File: config.mk
export PLATFORM = sky130hd
export DESIGN_NAME = gtmr_top
export DESIGN_NICKNAME = d
export VERILOG_FILES = /design/src/rtl/gtmr_pkg.sv /design/src/rtl/gtmr_datapath.sv /design/src/rtl/gtmr_ctrl.sv /design/src/rtl/gtmr_top.sv
export SDC_FILE = /design/constraint.sdc
export NUM_CORES = 1
export LEC_CHECK = 0
export CORE_UTILIZATION = 53
export DETAILED_ROUTE_END_ITERATION = 10
export DONT_BUFFER_PORTS = 1
export PLACE_DENSITY = 0.72
export SLEW_MARGIN = 10
export SYNTH_ARGS = -nofsm -noshare
export SYNTH_HDL_FRONTEND = slang
export SYNTH_SLANG_ARGS = --single-unit
File: constraint.sdc
create_clock -name clk -period 3.65 [get_ports clk]
set_input_delay 0.1825 -clock clk [delete_from_list [all_inputs] [get_ports clk]]
set_output_delay 0.1825 -clock clk [all_outputs]
set_load 0.03 [all_outputs]
File: src/rtl/gtmr_pkg.sv
package gtmr_pkg;

  // Byte offsets of the register words
  localparam int unsigned OffCntLo = 'h00;
  localparam int unsigned OffCntHi = 'h04;
  localparam int unsigned OffCtrl  = 'h08;
  localparam int unsigned OffStat  = 'h0C;
  localparam int unsigned OffCmpLo = 'h10;
  localparam int unsigned OffCmpHi = 'h14;

  // Control word bit positions
  localparam int unsigned CtlRun = 0;
  localparam int unsigned CtlCmp = 1;
  localparam int unsigned CtlIrq = 2;
  localparam int unsigned CtlW   = 3;

  // Status word bit position
  localparam int unsigned StsHit = 0;

  // Strobes from control to datapath
  typedef struct packed {
    logic ldCntLo;
    logic ldCntHi;
    logic ldCmpLo;
    logic ldCmpHi;
    logic cntEn;
    logic cmpEn;
  } dpStrobe_t;

endpackage

File: src/rtl/gtmr_datapath.sv
module gtmr_datapath
  import gtmr_pkg::*;
#(
  parameter int unsigned HALF_W = 32
) (
  input  logic                  clk,
  input  logic                  rstN,
  input  dpStrobe_t             strb,
  input  logic [HALF_W-1:0]     wrData,
  output logic [2*HALF_W-1:0]   cntQ,
  output logic [2*HALF_W-1:0]   cmpQ,
  output logic                  matchHit
);

  localparam int unsigned CntW   = 2 * HALF_W;
  localparam int unsigned NHalf  = 2;

  logic [CntW-1:0]  cntStep;
  logic [CntW-1:0]  cntNext;
  logic [CntW-1:0]  cmpNext;
  logic [NHalf-1:0] ldCnt;
  logic [NHalf-1:0] ldCmp;

  assign ldCnt   = {strb.ldCntHi, strb.ldCntLo};
  assign ldCmp   = {strb.ldCmpHi, strb.ldCmpLo};
  assign cntStep = strb.cntEn ? cntQ + CntW'(1) : cntQ;

  // Each word of counter and compare loads on its own strobe
  for (genvar h = 0; h < NHalf; h++) begin : g_half
    assign cntNext[h*HALF_W +: HALF_W] = ldCnt[h] ? wrData : cntStep[h*HALF_W +: HALF_W];
    assign cmpNext[h*HALF_W +: HALF_W] = ldCmp[h] ? wrData : cmpQ[h*HALF_W +: HALF_W];
  end

  always_ff @(posedge clk or negedge rstN) begin
    if (!rstN) begin
      cntQ <= '0;
      cmpQ <= '0;
    end else begin
      cntQ <= cntNext;
      cmpQ <= cmpNext;
    end
  end

  assign matchHit = strb.cmpEn && (cntQ >= cmpQ);

endmodule

File: src/rtl/gtmr_ctrl.sv
module gtmr_ctrl
  import gtmr_pkg::*;
#(
  parameter int unsigned ADDR_W = 8,
  parameter int unsigned HALF_W = 32
) (
  input  logic                 clk,
  input  logic                 rstN,
  input  logic                 wrEn,
  input  logic                 rdEn,
  input  logic [ADDR_W-1:0]    addr,
  input  logic [HALF_W-1:0]    wrData,
  input  logic [2*HALF_W-1:0]  cntQ,
  input  logic [2*HALF_W-1:0]  cmpQ,
  input  logic                 matchHit,
  output dpStrobe_t            strb,
  output logic [HALF_W-1:0]    rdData,
  output logic                 irq,
  output logic                 flagQ,
  output logic [CtlW-1:0]      ctrlQ
);

  logic selCntLo, selCntHi, selCtrl, selStat, selCmpLo, selCmpHi;
  logic clrHit;
  logic flagNext;

  assign selCntLo = (addr == ADDR_W'(OffCntLo));
  assign selCntHi = (addr == ADDR_W'(OffCntHi));
  assign selCtrl  = (addr == ADDR_W'(OffCtrl));
  assign selStat  = (addr == ADDR_W'(OffStat));
  assign selCmpLo = (addr == ADDR_W'(OffCmpLo));
  assign selCmpHi = (addr == ADDR_W'(OffCmpHi));

  always_comb begin
    strb.ldCntLo = wrEn && selCntLo;
    strb.ldCntHi = wrEn && selCntHi;
    strb.ldCmpLo = wrEn && selCmpLo;
    strb.ldCmpHi = wrEn && selCmpHi;
    strb.cntEn   = ctrlQ[CtlRun];
    strb.cmpEn   = ctrlQ[CtlCmp];
  end

  assign clrHit   = wrEn && selStat && wrData[StsHit];
  assign flagNext = matchHit || (flagQ && !clrHit);

  always_ff @(posedge clk or negedge rstN) begin
    if (!rstN) begin
      ctrlQ <= '0;
      flagQ <= 1'b0;
      irq   <= 1'b0;
    end else begin
      if (wrEn && selCtrl) ctrlQ <= wrData[CtlW-1:0];
      flagQ <= flagNext;
      irq   <= flagQ && ctrlQ[CtlIrq] && ctrlQ[CtlCmp];
    end
  end

  always_comb begin
    rdData = '0;
    if (rdEn) begin
      if (selCntLo)      rdData = cntQ[HALF_W-1:0];
      else if (selCntHi) rdData = cntQ[2*HALF_W-1:HALF_W];
      else if (selCtrl)  rdData[CtlW-1:0] = ctrlQ;
      else if (selStat)  rdData[StsHit] = flagQ;
      else if (selCmpLo) rdData = cmpQ[HALF_W-1:0];
      else if (selCmpHi) rdData = cmpQ[2*HALF_W-1:HALF_W];
    end
  end

endmodule

File: src/rtl/gtmr_top.sv
module gtmr_top
  import gtmr_pkg::*;
#(
  parameter int unsigned ADDR_W = 8,
  parameter int unsigned HALF_W = 32
) (
  input  logic              clk,
  input  logic              rstN,
  input  logic              wrEn,
  input  logic              rdEn,
  input  logic [ADDR_W-1:0] addr,
  input  logic [HALF_W-1:0] wrData,
  output logic [HALF_W-1:0] rdData,
  output logic              irq
);

  localparam int unsigned CntW = 2 * HALF_W;

  dpStrobe_t        strb;
  logic [CntW-1:0]  cntVal;
  logic [CntW-1:0]  cmpVal;
  logic             matchHit;
  logic             statusFlag;
  logic [CtlW-1:0]  ctrlBits;

  gtmr_ctrl #(.ADDR_W(ADDR_W), .HALF_W(HALF_W)) u_ctrl (
    .clk      (clk),
    .rstN     (rstN),
    .wrEn     (wrEn),
    .rdEn     (rdEn),
    .addr     (addr),
    .wrData   (wrData),
    .cntQ     (cntVal),
    .cmpQ     (cmpVal),
    .matchHit (matchHit),
    .strb     (strb),
    .rdData   (rdData),
    .irq      (irq),
    .flagQ    (statusFlag),
    .ctrlQ    (ctrlBits)
  );

  gtmr_datapath #(.HALF_W(HALF_W)) u_dp (
    .clk      (clk),
    .rstN     (rstN),
    .strb     (strb),
    .wrData   (wrData),
    .cntQ     (cntVal),
    .cmpQ     (cmpVal),
    .matchHit (matchHit)
  );

endmodule

### Yosys cells after proc, flatten, opt, wreduce, memory -nomap -nowiden

Cells that the tools add are included.

* bits of input ports: 44
* logic and storage cells: 42
* output and inout port bits: 33
* register bits after elaboration: 133

* $lt $le $gt $ge: 1
* mux-type cells: 12
* equality and inequality tests: 5
* reductions and logical operators: 16
* add/subtract/negate cells: 1

Operator list (count)
* 32-bit two-way mux: 7
* 64-bit by 1-bit adder with 64-bit output, second input constant: 1
* 64-bit greater-or-equal comparator: 1
* 64-bit two-way mux: 1
* 31-bit two-way mux: 1
* 29-bit two-way mux: 1
* 8-bit by 4-bit == test with 1-bit output, second input constant: 2
* 8-bit by 5-bit == test with 1-bit output, second input constant: 2
* 1-bit logical AND: 11
* 8-bit by 3-bit == test with 1-bit output, second input constant: 1
* 8-bit zero test: 1
* 2-bit nonzero test: 2
* 3-bit two-way mux: 1
* 1-bit zero test: 1
* 1-bit logical OR: 1
* 1-bit two-way mux: 1

### Logic depth before layout (Yosys ltp)

* depth after elaboration: 8
* gate-level depth with buffers: 9
* mapped depth without buffers: 8

### Hierarchy

Synthesis repeated with hierarchy kept, for this count alone.

* cell total of the unflattened synthesis: 1022
* area total of the unflattened synthesis: 8750.9 um2

Modules (own cells, without submodules)
* gtmr_datapath: area an instance 7402.1 um2, sequential area each 3203.1 um2, cells an instance 835, instances 1
* gtmr_ctrl: area an instance 1348.8 um2, sequential area each 125.1 um2, cells an instance 187, instances 1

### Worst setup path before layout

Ideal clock, no wire load.

* path type: register -> register
* from: reg u_dp.cntQ[1]
* to: reg u_dp.cntQ[32]
* path slack: 1474 ps
* required time: 3513 ps
* library setup time: 137 ps
* buffers on the path: 2
* cell stages (with the launch flop): 10
* arrival: 2039 ps
* period minus slack after synthesis: 2176 ps
* path through: dfrtp_1 -> ha_1 -> and2_1 -> nand4_1 -> or4_1 -> buf_2 -> buf_6 -> nor3_1 -> xnor2_1 -> a21oi_1

* cells in the longest elaborated chain, start to end: 3

Ends and longest elaborated chain
* start, declared: line gtmr_datapath.sv:10 `output logic [2*HALF_W-1:0] cntQ,`
* start signal, assigned: line gtmr_datapath.sv:39 `cntQ <= cntNext;`
* 64-bit by 1-bit adder with 64-bit output: line gtmr_datapath.sv:26 `assign cntStep = strb.cntEn ? cntQ + CntW'(1) : cntQ;`
* 64-bit two-way mux: line gtmr_datapath.sv:26
* 32-bit two-way mux: line gtmr_datapath.sv:30 `assign cntNext[h*HALF_W +: HALF_W] = ldCnt[h] ? wrData : cntStep[h*HALF_W +: HALF_W];`

Every way passes these cells. The select of a mux whose other input is x is not followed.
A chain may end at the register's enable or synchronous reset.

### Final worst setup path

* from: in addr[1]
* to: out rdData[16]

* cells in the longest elaborated chain, start to end: 8
* elaborated cells on any way between the ends: 13
* those cells by class: eq/ne: 5; mux: 7; reduce/logical: 1

Ends and longest elaborated chain
* start, declared: line gtmr_top.sv:11 `input logic [ADDR_W-1:0] addr,`
* 8-bit by 5-bit == test with 1-bit output: line gtmr_ctrl.sv:32 `assign selCmpHi = (addr == ADDR_W'(OffCmpHi));`
* 32-bit two-way mux: line gtmr_ctrl.sv:66 `else if (selCmpHi) rdData = cmpQ[2*HALF_W-1:HALF_W];`
* 32-bit two-way mux: line gtmr_ctrl.sv:65 `else if (selCmpLo) rdData = cmpQ[HALF_W-1:0];`
* 31-bit two-way mux: line gtmr_ctrl.sv:64 `else if (selStat) rdData[StsHit] = flagQ;`
* 29-bit two-way mux: line gtmr_ctrl.sv:63 `else if (selCtrl) rdData[CtlW-1:0] = ctrlQ;`
* 32-bit two-way mux: line gtmr_ctrl.sv:62 `else if (selCntHi) rdData = cntQ[2*HALF_W-1:HALF_W];`
* 32-bit two-way mux *: line gtmr_ctrl.sv:61 `if (selCntLo) rdData = cntQ[HALF_W-1:0];`
* 32-bit two-way mux *: line gtmr_ctrl.sv:60 `if (rdEn) begin`
* end, declared: line gtmr_top.sv:13 `output logic [HALF_W-1:0] rdData,`

Every way passes the cells marked *; elsewhere a longest branch is shown, timed or not.

==> impl_metrics.json <==
{
  "h-tree-depth": 4,
  "fmax_mhz": 353,
  "max-vdd-ir-drop_mv": 0.434,
  "vias": 7307,
  "hold_path_class": "in2reg",
  "worstSetupStartpoint": "addr[1]",
  "syn_nets": 1063,
  "layout_commonest_cell": "dfrtp_1",
  "placedInstanceArea_sq_um": 8890,
  "status": "finished clean",
  "drt_iter0_markers": 647,
  "clock_path_buffers": 2,
  "period_minus_slack_ns": 2.83,
  "critPathCaptureType": "output pin",
  "cts_setup_buffers": 0,
  "grt_pass1_vias": 6941,
  "p_seq_share_pct": 37.5,
  "netlist_top_cells_area": "dfrtp_1 (38%), ha_1 (9.4%), mux2_2 (8.7%)",
  "netlist.top_cell.by_area": "dfrtp_1",
  "cp_slowest_cell": "nor2_2",
  "combPwrFrac_pct": 30.0,
  "routed_wl_mm": 23.5,
  "numPortBuffers": 0,
  "dieArea_sq_um": 16900,
  "maxCapViolations": 0,
  "path_class": "in2out",
  "grt_antenna_before_repair": 0,
  "cp_cell_sequence": "nor3_1 -> nand2b_1 -> nor2_2 -> buf_4 -> a22oi_1 -> a21oi_1",
  "synth_top_area_share_pct": 38.3,
  "gp_congestion": 0.922,
  "synthAdderAreaFrac_pct": 9.35,
  "cts-root-buf": "clkbuf_16",
  "grt_max_degree": 134,
  "rows": 46,
  "first_pass_iters": 5,
  "synth.distinct_cells": 48,
  "grt_pass1_wl_mm": 37.1,
  "start_util_pct": 54.5,
  "p_sw_share_pct": 37.3,
  "p_int_uw": 3520,
  "grt_overflow": 0,
  "clkPwrFrac_pct": 32.5,
  "synthSimpleGateAreaFrac_pct": 17.2,
  "powerDensity_nw_per_um2": 569,
  "crit_fanout": 18,
  "synth_edf_count": 0,
  "grtUsageTotal_pct": 29.3,
  "fin_setup_tns_ns": 0,
  "finalHoldViolCount": 0,
  "synth_warnings": 0,
  "synthCells": 954,
  "ioPinCount": 77,
  "seq_area_sq_um": 3330,
  "path_clk_slew_ns": 0.06,
  "synth_top_family_by_area": "simple AND/OR/NAND/NOR gates",
  "synth_seq_area_share_pct": 38.3,
  "nFillCells": 1372,
  "synth-main-ff-cell": "dfrtp_1",
  "drt-vias-per-instance": 6.07,
  "drc": 0,
  "cts.sinks": 133,
  "syn_to_final_growth_pct": 13.5,
  "multi_input_area_sq_um": 4900,
  "slew_headroom_pct": 19.6,
  "synth-seq-cells": 133,
  "rsz0062_at_grt": "false",
  "p_switching_uw": 2090,
  "syn_avg_cell_area_sq_um": 9.12,
  "synthMuxAreaShare_pct": 8.91,
  "power_leakage_uw": 0.00399,
  "finalSetupViolCount": 0,
  "cp_data_arrival_time_ns": 2.65,
  "worst_pin_slew_ns": 1.20,
  "skew_ns": 0.0123,
  "synthXorXnorAreaFrac_pct": 6.14,
  "synth_compound_area_share_pct": 14.6,
  "die_x_um": 130,
  "drive_gt1_share_pct": 13.3,
  "hp-start": "addr[2]",
  "fin_area_sq_um": 9870,
  "required_ns": 3.47,
  "timing.rr.start": "u_dp.cntQ[1]$_DFFE_PN0P_",
  "syn_area_sq_um": 8700,
  "cts_tree": "built",
  "diodes": 0,
  "fin_nets": 1083,
  "numCtsBuffers": 17,
  "wl_per_cell_um": 19.5,
  "max_stage_delay_ns": 0.68,
  "synth-async-reset-ratio_pct": 100,
  "antenna_left": 0,
  "critPathLaunchType": "input pin",
  "fp.dieH_um": 130,
  "dp_hpwl_mm": 16.5,
  "coreArea_sq_um": 15900,
  "final_cell_mix": "dfrtp_1 (133), a21oi_1 (118), nor2_1 (91)",
  "insertion_delay_ns": 0.44,
  "fin_crit_sh_pct": 77.6,
  "drv_slew": 0
}
[final timing paths]
path | end | slack [ns] | cells past startpoint
setup / recovery | rdData[16] | 0.82 | 6
hold / removal | u_ctrl.ctrlQ[2]$_DFFE_PN0P_ | 0.1 | 3
setup reg to reg | u_dp.cntQ[46]$_DFFE_PN0P_ | 0.88 | 7
hold reg to reg | u_ctrl.ctrlQ[2]$_DFFE_PN0P_ | 0.53 | 1
max in group asynchronous | u_dp.cntQ[62]$_DFFE_PN0P_ | 2.75 | 2
min in group asynchronous | u_dp.cmpQ[9]$_DFFE_PN0P_ | 0.39 | 2
[cell usage after synthesis, types with 2 or more instances]
master / count
or3_1: 4
nor2_1: 95
ha_1: 65
a31oi_1: 5
dfrtp_1: 133
o21ai_0: 8
mux2i_1: 2
nor4_2: 3
nor3b_1: 2
buf_1: 6
nand3_1: 33
nand4_1: 32
a21o_1: 2
nand2_1: 46
inv_1: 77
a21oi_1: 118
nand2b_1: 5
nor3_2: 2
and2_1: 6
clkbuf_2: 2
a22oi_1: 62
xnor2_1: 39
a221oi_1: 2
nor3_1: 14
mux2_2: 67
xor2_1: 22
and3_1: 14
clkbuf_1: 33
nand3_2: 2
and4_1: 8
buf_2: 4
a211oi_1: 5
a2111oi_0: 3
or4_1: 3
nor4_1: 17
[cells by family after synthesis]
kind of cell	after synthesis
AOI/OAI and AO/OA	210
xor gates and xnor gates	61
adders and majority gates	65
buffers and inverters	124
DFF	133
muxes	69
and+or+nand+nor	292
[power by group through the flow]
| stage | Clock [uW] | Sequential, uW | Combinational (uW) |
|---|---|---|---|
| 2_1_floorplan | 0 | 1970 | 1280 |
| 3_3_place_gp | 0 | 2110 | 1530 |
| 3_5_place_dp | 0 | 2120 | 1550 |
| 4_1_cts | 1830 | 2090 | 1650 |
| 5_1_grt | 1890 | 2150 | 1900 |
| 6_report | 1820 | 2110 | 1680 |
[per-layer routing]
| metal | up-vias | global-route usage [%] | part of all wire [%] | routed length, um |
|---|---|---|---|---|
| li1 | 3462 | - | - | - |
| met1 | 3564 | 40.2 | 46 | 10800 |
| met2 | 235 | 45.6 | 46 | 10800 |
| met3 | 46 | 6.27 | 6.0 | 1410 |
| met4 | 0 | 10.5 | 2.1 | 485 |
| met5 | - | 0 | 0 | 0 |
[worst max-delay path: cells and delay by family]
kind | cells | cell delay [ns]
buffers and inverters | 1 | 0.39
AND/OR/NAND/NOR | 3 | 1.36
AO/OA/AOI/OAI | 2 | 0.69
[flip-flops by register name, indices dropped and copies added, names as in the netlist]
name and flops:
u_dp.cmpQ 64, u_dp.cntQ 64, u_ctrl.ctrlQ 3, u_ctrl.flagQ 1
u_ctrl.irq 1
[area by class of cell]
class	count	share of cell area, %
multi-input cells	697	49.7
clock inverters	14	1.88
clock buffers	18	4.35
flip-flops and latches	133	33.7
repair buffers	48	4.69
well taps	216	2.74
inverters	77	2.93
[through the flow]
stage               hold slack (ns)  worst slack [ns]  power (uW)  util [%]  std cells
floorplan                    -0.113              1.47        3260         -        954
global placement             -0.106             0.887        3640      55.8       1137
detailed placement           -0.106             0.851        3670      55.8       1137
CTS                          0.0812             0.854        5580      61.9       1203
global route                  0.138             0.684        5930      61.9       1203
finish                       0.0989             0.817        5610      61.9       1203
[repair_timing]
action / in CTS / in global routing
setup endpoints to repair: 0 / 0
endpoints found under the hold margin: 264 / 0
hold buffers: 34 / 0
resized for setup: 0 / 0
No activity file was read; power rests on OpenSTA's default activity.
